`src/rtl/audio_ramp_pkg.sv`:
```
package audio_ramp_pkg;

  typedef enum logic [3:0] {
    ST_OFF     = 4'd0,
    ST_UP_INIT = 4'd1,
    ST_UP_RAMP = 4'd2,
    ST_UP_AMP  = 4'd3,
    ST_READY   = 4'd4,
    ST_DN_PREP = 4'd5,
    ST_DN_RAMP = 4'd6,
    ST_DN_MUTE = 4'd7
  } seq_state_e;

  localparam int unsigned STEPS_PER_SEC = 100_000;

endpackage

```
`src/rtl/ramp_dwell_timer.sv`:
```
module ramp_dwell_timer #(
  parameter int unsigned DWELL = 80
) (
  input  logic clk,
  input  logic rst,
  input  logic run_i,
  output logic tick_o
);
  localparam int unsigned CNT_W = (DWELL > 1) ? $clog2(DWELL) : 1;
  localparam logic [CNT_W-1:0] LAST = CNT_W'(DWELL - 1);

  logic [CNT_W-1:0] cnt_q;

  assign tick_o = run_i && (cnt_q == LAST);

  always_ff @(posedge clk) begin
    if (rst || !run_i || tick_o) cnt_q <= '0;
    else                         cnt_q <= cnt_q + 1'b1;
  end

  // the timer never runs past its terminal count
  assert_cnt_range_R4: assert property (@(posedge clk) disable iff (rst)
    cnt_q <= LAST);
endmodule

```
`src/rtl/ramp_code_counter.sv`:
```
module ramp_code_counter #(
  parameter int unsigned DAC_W = 16
) (
  input  logic             clk,
  input  logic             rst,
  input  logic             inc_i,
  input  logic             dec_i,
  output logic [DAC_W-1:0] code_o
);
  localparam logic [DAC_W-1:0] MID = {1'b1, {(DAC_W-1){1'b0}}};

  logic [DAC_W-1:0] code_q;

  always_ff @(posedge clk) begin
    if (rst)        code_q <= '0;
    else if (inc_i) code_q <= code_q + 1'b1;
    else if (dec_i) code_q <= code_q - 1'b1;
  end

  assign code_o = code_q;

  // the ramp code stays inside zero..mid-scale
  assert_code_bound_R3: assert property (@(posedge clk) disable iff (rst)
    code_q <= MID);
  // never asked to move both ways at once
  assert_one_dir_R3: assert property (@(posedge clk) disable iff (rst)
    !(inc_i && dec_i));
endmodule

```
`src/rtl/ramp_seq_fsm.sv`:
```
module ramp_seq_fsm
  import audio_ramp_pkg::*;
#(
  parameter int unsigned DAC_W = 16
) (
  input  logic             clk,
  input  logic             rst,
  input  logic             start_i,
  input  logic             stop_i,
  input  logic             tick_i,
  input  logic [DAC_W-1:0] code_i,
  output seq_state_e       state_o,
  output logic             tmr_run_o,
  output logic             inc_o,
  output logic             dec_o
);
  localparam logic [DAC_W-1:0] MID    = {1'b1, {(DAC_W-1){1'b0}}};
  localparam logic [DAC_W-1:0] MID_M1 = MID - 1'b1;
  localparam logic [DAC_W-1:0] ONE    = {{(DAC_W-1){1'b0}}, 1'b1};

  seq_state_e state_q, state_d;
  logic       stop_pend_q;
  logic       in_rampup;

  assign in_rampup = (state_q == ST_UP_INIT) || (state_q == ST_UP_RAMP) ||
                     (state_q == ST_UP_AMP);

  always_comb begin
    state_d   = state_q;
    tmr_run_o = 1'b0;
    inc_o     = 1'b0;
    dec_o     = 1'b0;
    case (state_q)
      ST_OFF:     if (start_i) state_d = ST_UP_INIT;
      ST_UP_INIT: state_d = ST_UP_RAMP;
      ST_UP_RAMP: begin
        tmr_run_o = 1'b1;
        if (tick_i) begin
          inc_o = 1'b1;
          if (code_i == MID_M1) state_d = ST_UP_AMP;
        end
      end
      ST_UP_AMP:  state_d = ST_READY;
      ST_READY:   if (stop_i || stop_pend_q) state_d = ST_DN_PREP;
      ST_DN_PREP: state_d = ST_DN_RAMP;
      ST_DN_RAMP: begin
        tmr_run_o = 1'b1;
        if (tick_i) begin
          dec_o = 1'b1;
          if (code_i == ONE) state_d = ST_DN_MUTE;
        end
      end
      ST_DN_MUTE: state_d = ST_OFF;
      default:    state_d = ST_OFF;
    endcase
  end

  always_ff @(posedge clk) begin
    if (rst) begin
      state_q     <= ST_OFF;
      stop_pend_q <= 1'b0;
    end else begin
      state_q <= state_d;
      if (state_q == ST_READY)       stop_pend_q <= 1'b0;
      else if (in_rampup && stop_i)  stop_pend_q <= 1'b1;
    end
  end

  assign state_o = state_q;

  // dwell ticks only arrive while a ramp runs
  assert_tick_in_ramp_R4: assert property (@(posedge clk) disable iff (rst)
    tick_i |-> (state_q == ST_UP_RAMP || state_q == ST_DN_RAMP));
  // a held stop is always consumed by the next ready cycle
  assert_pend_consumed_R10: assert property (@(posedge clk) disable iff (rst)
    (state_q == ST_READY && stop_pend_q) |=> state_q == ST_DN_PREP);
  // amplifier stage is entered only with the code at mid-scale
  assert_amp_at_mid_R5: assert property (@(posedge clk) disable iff (rst)
    (state_q == ST_UP_AMP) |-> code_i == MID);
endmodule

```
`src/rtl/audio_ramp_seq.sv`:
```
module audio_ramp_seq
  import audio_ramp_pkg::*;
#(
  parameter int unsigned CLK_HZ = 8_000_000,
  parameter int unsigned DAC_W  = 16,
  parameter int unsigned VOL_W  = 7
) (
  input  logic             clk,
  input  logic             rst,
  input  logic             start_i,
  input  logic             stop_i,
  input  logic [VOL_W-1:0] vol_i,
  input  logic [DAC_W-1:0] sample_i,
  output logic [DAC_W-1:0] dac_data_o,
  output logic             dac_en_o,
  output logic             amp_en_o,
  output logic             unmute_o,
  output logic [VOL_W-1:0] vol_o,
  output logic             ready_o,
  output logic             busy_o
);
  localparam int unsigned DWELL_RAW = CLK_HZ / STEPS_PER_SEC;
  localparam int unsigned DWELL     = (DWELL_RAW > 0) ? DWELL_RAW : 1;
  localparam logic [DAC_W-1:0] MID  = {1'b1, {(DAC_W-1){1'b0}}};

  seq_state_e       state;
  logic             tmr_run, tick, inc, dec;
  logic [DAC_W-1:0] code;

  ramp_dwell_timer #(.DWELL(DWELL)) u_timer (
    .clk(clk), .rst(rst), .run_i(tmr_run), .tick_o(tick)
  );

  ramp_code_counter #(.DAC_W(DAC_W)) u_code (
    .clk(clk), .rst(rst), .inc_i(inc), .dec_i(dec), .code_o(code)
  );

  ramp_seq_fsm #(.DAC_W(DAC_W)) u_fsm (
    .clk(clk), .rst(rst), .start_i(start_i), .stop_i(stop_i),
    .tick_i(tick), .code_i(code), .state_o(state),
    .tmr_run_o(tmr_run), .inc_o(inc), .dec_o(dec)
  );

  always_ff @(posedge clk) begin
    if (rst) begin
      dac_data_o <= '0;
      dac_en_o   <= 1'b0;
      amp_en_o   <= 1'b0;
      unmute_o   <= 1'b0;
      vol_o      <= '0;
      ready_o    <= 1'b0;
      busy_o     <= 1'b0;
    end else begin
      dac_data_o <= (state == ST_READY) ? sample_i : code;
      dac_en_o   <= (state != ST_OFF);
      amp_en_o   <= (state == ST_UP_AMP) || (state == ST_READY);
      unmute_o   <= (state != ST_OFF) && (state != ST_DN_MUTE);
      vol_o      <= (state == ST_READY) ? vol_i : '0;
      ready_o    <= (state == ST_READY);
      busy_o     <= (state != ST_OFF) && (state != ST_READY);
    end
  end

  // amplifier comes on exactly with mid-scale on the DAC
  assert_amp_rise_mid_R5: assert property (@(posedge clk) disable iff (rst)
    $rose(amp_en_o) |-> dac_data_o == MID);
  // amplifier never runs without the DAC and mute release
  assert_amp_path_R5: assert property (@(posedge clk) disable iff (rst)
    amp_en_o |-> (dac_en_o && unmute_o));
  // during a ramp the word moves by one LSB at most
  assert_unit_step_R3: assert property (@(posedge clk) disable iff (rst)
    (busy_o && $past(busy_o) && dac_data_o != $past(dac_data_o)) |->
      (dac_data_o == $past(dac_data_o) + 1'b1 ||
       dac_data_o == $past(dac_data_o) - 1'b1));
  // DAC turns off at zero, after mute was re-engaged a cycle earlier
  assert_off_order_R8: assert property (@(posedge clk) disable iff (rst)
    $fell(dac_en_o) |-> (!unmute_o && !$past(unmute_o) && dac_data_o == '0));
  // volume opens only while ready
  assert_vol_gate_R6: assert property (@(posedge clk) disable iff (rst)
    (vol_o != '0) |-> ready_o);
  // ready and busy are exclusive
  assert_ready_busy_R6: assert property (@(posedge clk) disable iff (rst)
    !(ready_o && busy_o));
endmodule

```
`config.mk`:
```
export PLATFORM = sky130hd
export DESIGN_NAME = audio_ramp_seq
export DESIGN_NICKNAME = d
export VERILOG_FILES = /design/src/rtl/audio_ramp_pkg.sv /design/src/rtl/ramp_dwell_timer.sv /design/src/rtl/ramp_code_counter.sv /design/src/rtl/ramp_seq_fsm.sv /design/src/rtl/audio_ramp_seq.sv
export SDC_FILE = /design/constraint.sdc
export NUM_CORES = 1
export LEC_CHECK = 0
export ABC_CLOCK_PERIOD_IN_PS = 2500
export BUFFER_PORTS_ARGS = -buffer_cell sky130_fd_sc_hd__buf_2
export CAP_MARGIN = 30
export CORE_AREA = 4 4 70 98
export CTS_BUF_LIST = sky130_fd_sc_hd__clkbuf_16
export CTS_CLUSTER_DIAMETER = 100
export DETAILED_ROUTE_END_ITERATION = 8
export DIE_AREA = 0 0 74 102
export PLACE_DENSITY_LB_ADDON = 0.12
export SLEW_MARGIN = 20
export SYNTH_ARGS = -nofsm -noshare
export SYNTH_HDL_FRONTEND = slang
export SYNTH_SLANG_ARGS = --single-unit
```
`constraint.sdc`:
```
create_clock -name clk -period 2.5 [get_ports clk]
set_clock_uncertainty 0.15 [all_clocks]
set_input_delay 0.375 -clock clk [delete_from_list [all_inputs] [get_ports clk]]
set_output_delay 0.375 -clock clk [all_outputs]
set_load 0.1 [all_outputs]
```
==> summary.md <==
| Metric | Value |
|---|---|
| Fin nets | 325 |
| Worst hold path class | in -> reg |
| Dpl ws | 549 ps |
| Flop2flop setup slack | 520 ps |
| Diodes inserted | 0 |
| Crit path from | u_code.code_o[2] |
| Tightest Pin Transition | 520 ps |
| # DRC | 0 |
| RR Endpoint | u_code.code_o[13] |
| Syn Inst Count | 246 |
| Slew Viols, Final | 0 |
| Peak supply drop | 0.370 mV |
| Comb pwr share | 8.1% |
| TritonCTS clock tree | done |
| Critical Path RT | 2530 ps |
| Crit path cell chain | and4_1 > nand4_4 > a221oi_2 > xnor2_1 > nor2_1 |
| CP Class | reg -> reg |
| Share of layout cells above drive strength 1 | 26.5% |
| Tmin final | 1980 ps |
| Initial Util | 38.6% |
| Clock power share | 38.7% |
| Area of the core | 6080 sq um |
| CTS Buffer Depth | 2 |
| Initial antenna violation count | 0 |
| Worst Setup Start Kind | flop |
| Final core utilization | 45.8% |
| Clk root buf | clkbuf_16 |
| NetSw | 0.402 mW |
| Buffers on Ports | 54 |
| Clk slew on worst S/H paths | 70 ps |
| R2R cell count | 5 |
| Area grow syn2layout | 18.8% |
| Number of global-route vias before repair | 1759 |
| GRT Residual Overflow | 0 |
| Switching fraction of total power | 23.8% |
| Via/cell ratio | 5.18 |
| Cell Pwr Density | 606 nW/um^2 |
| Vias | 1896 |
| CTS sink count | 55 |
| Wirelength per Cell | 13.9 um |
| Most frequent cells in the layout | dfxtp_1 (55), buf_2 (54), nor2_1 (35) |
| Antenna viol nets, final | 0 |
| First-pass GRT wire length | 8.47 mm |
| Row count | 34 |
| Pint | 1.29 mW |
| Die footprint | 7550 sq um |
| Synthesized flop and latch total | 55 |
| WL final | 5.09 mm |
| H-tree depth | 2 |
| Num CTS Buffers | 5 |
| Clk_lat worst skew | 290 ps |
| Fin crit share | 79.0% |
| Final total power | 1.69 mW |
| Sequential element share of the synthesized area | 46.9% |
| Max Freq | 0.506 GHz |
| Leading cell type in the layout, fill and taps excluded | dfxtp_1 |
| Total negative setup slack | 0 ps |
| Worst Slack Setup Final | 524 ps |
| Crit path DAT | 2000 ps |
| CP max FO | 9 |
| Flop pwr share | 53.2% |
| Die Height | 102 um |
| Pleak | 1.15 nW |
| CTS resizes | 0 |
| Post-CTS Setup Inserts | 0 |
| RSZ-0062 raised after global routing | false |
| Cell Area, Synth | 2350 sq um |
| Primary FF master, synth | dfxtp_1 |
| Die outline width | 74 um |
| CP Capture Type | flop |
| YS warnings | 0 |
| Synthesized net count | 277 |
| Fraction of registers with async set/reset | 0% |
| Post-synth EDFFs | 0 |
| Hold-fix buffers at CTS | 0 |
| Status | finished, final reports clean |
| Worst Setup EP | u_code.code_o[13] |
| Max_cap viols | 0 |
| Final Hold Viols | 0 |
| Io pins | 55 |
| Dpl hpwl | 3.60 mm |
| Crit-path max cell delay | 530 ps |
| Unique masters post-synth | 51 |
| RD Place Congestion | 0.846 |
| Final setup violation count | 0 |
| First drt pass iteration count | 4 |
| Tot GR Track Use | 14.3% |
| Starting DRT DRC Count | 136 |
| Reg2reg start | u_code.code_o[2] |
| Largest net degree at the start of global routing | 25 |
| Max-slew headroom | 65.1% |
| Worst path slowest cell | dfxtp_1 |
| Syn Area/Cell | 9.55 sq um |
[worst min path at each step]
stage | from | to | depth (start not counted)
floorplan | u_timer.cnt_q[0] | u_timer.cnt_q[0] | 1
finish | sample_i[14] | dac_data_o[14] | 2
global route | sample_i[4] | dac_data_o[4] | 2
global placement | u_timer.cnt_q[0] | u_timer.cnt_q[0] | 1
detailed placement | u_timer.cnt_q[0] | u_timer.cnt_q[0] | 1
CTS | sample_i[10] | dac_data_o[10] | 2
[Yosys cell counts (3+ instances only)]
library cell | count | area share (%)
dfxtp_1 | 55 | 47
nor2_1 | 35 | 5.6
a21oi_1 | 17 | 3.6
a22o_1 | 15 | 5.6
xnor2_1 | 15 | 5.6
and3_1 | 11 | 2.9
nand2_1 | 8 | 1.3
nand3_1 | 8 | 1.7
nand4_1 | 8 | 2.1
buf_2 | 6 | 1.3
clkbuf_1 | 6 | 0.96
ha_1 | 4 | 2.1
nor3_1 | 4 | 0.85
and2_1 | 3 | 0.80
inv_1 | 3 | 0.48
o21ai_0 | 3 | 0.64
or3_1 | 3 | 0.80
xor2_1 | 3 | 1.1
[worst max-delay path: cells and delay by family, from the launching register on]
family / cells / cell delay [ps]
xor+xnor: 1 / 140
flops: 1 / 530
compound gates: 1 / 330
simple gates: 3 / 720
[per-layer routing]
layer  track usage, %  routed length (um)  vias to the layer above
li1                 -                   -                      969
met1             17.5                2170                      867
met2             23.8                2500                       54
met3             3.35                 320                        6
met4             6.00                  97                        0
met5                0                   0                        -
[logic make-up (layout without fill, tap and decap cells)]
kind of cell,after synthesis,in the layout,synth area share [%]
XOR/XNOR,18,18,6.71
flip-flops,55,55,46.9
buffers and inverters,21,69,4.37
adder cells (fa/ha/maj),4,4,2.13
AO/OA/AOI/OAI,47,47,14.8
AND/OR/NAND/NOR,101,101,25.1
[power groups by stage]
stage | clock network (mW) | registers [mW] | logic [mW]
finish | 0.654 | 0.898 | 0.137
global route | 0.712 | 0.899 | 0.150
CTS | 0.683 | 0.898 | 0.139
detailed placement | 0 | 0.918 | 0.139
global placement | 0 | 0.918 | 0.140
floorplan | 0 | 0.972 | 0.0420
[state kept, by name (all words and copies together), names as in the netlist]
register / cells
amp_en_o: 1
busy_o: 1
dac_data_o: 16
dac_en_o: 1
ready_o: 1
u_code.code_o: 16
u_fsm.state_o: 3
u_fsm.stop_pend_q: 1
u_timer.cnt_q: 7
unmute_o: 1
vol_o: 7
[stage by stage]
stage | cells | instance area, sq um | hold slack [ps]
floorplan | 246 | 2350 | 263
global route | 366 | 2790 | 147
detailed placement | 359 | 2660 | 284
global placement | 359 | 2660 | 283
finish | 366 | 2790 | 144
CTS | 366 | 2790 | 137
[final cells by class]
| class | count | area (sq um) |
|---|---|---|
| tap | 72 | 90.1 |
| inverter | 3 | 11.3 |
| timing repair buffer | 59 | 308 |
| fill | 632 | 3290 |
| sequential | 55 | 1100 |
| clock buffer | 5 | 125 |
| clock inverter | 2 | 8.76 |
| multi-input combinational | 170 | 1140 |
No activity file was read; power rests on OpenSTA's default activity.
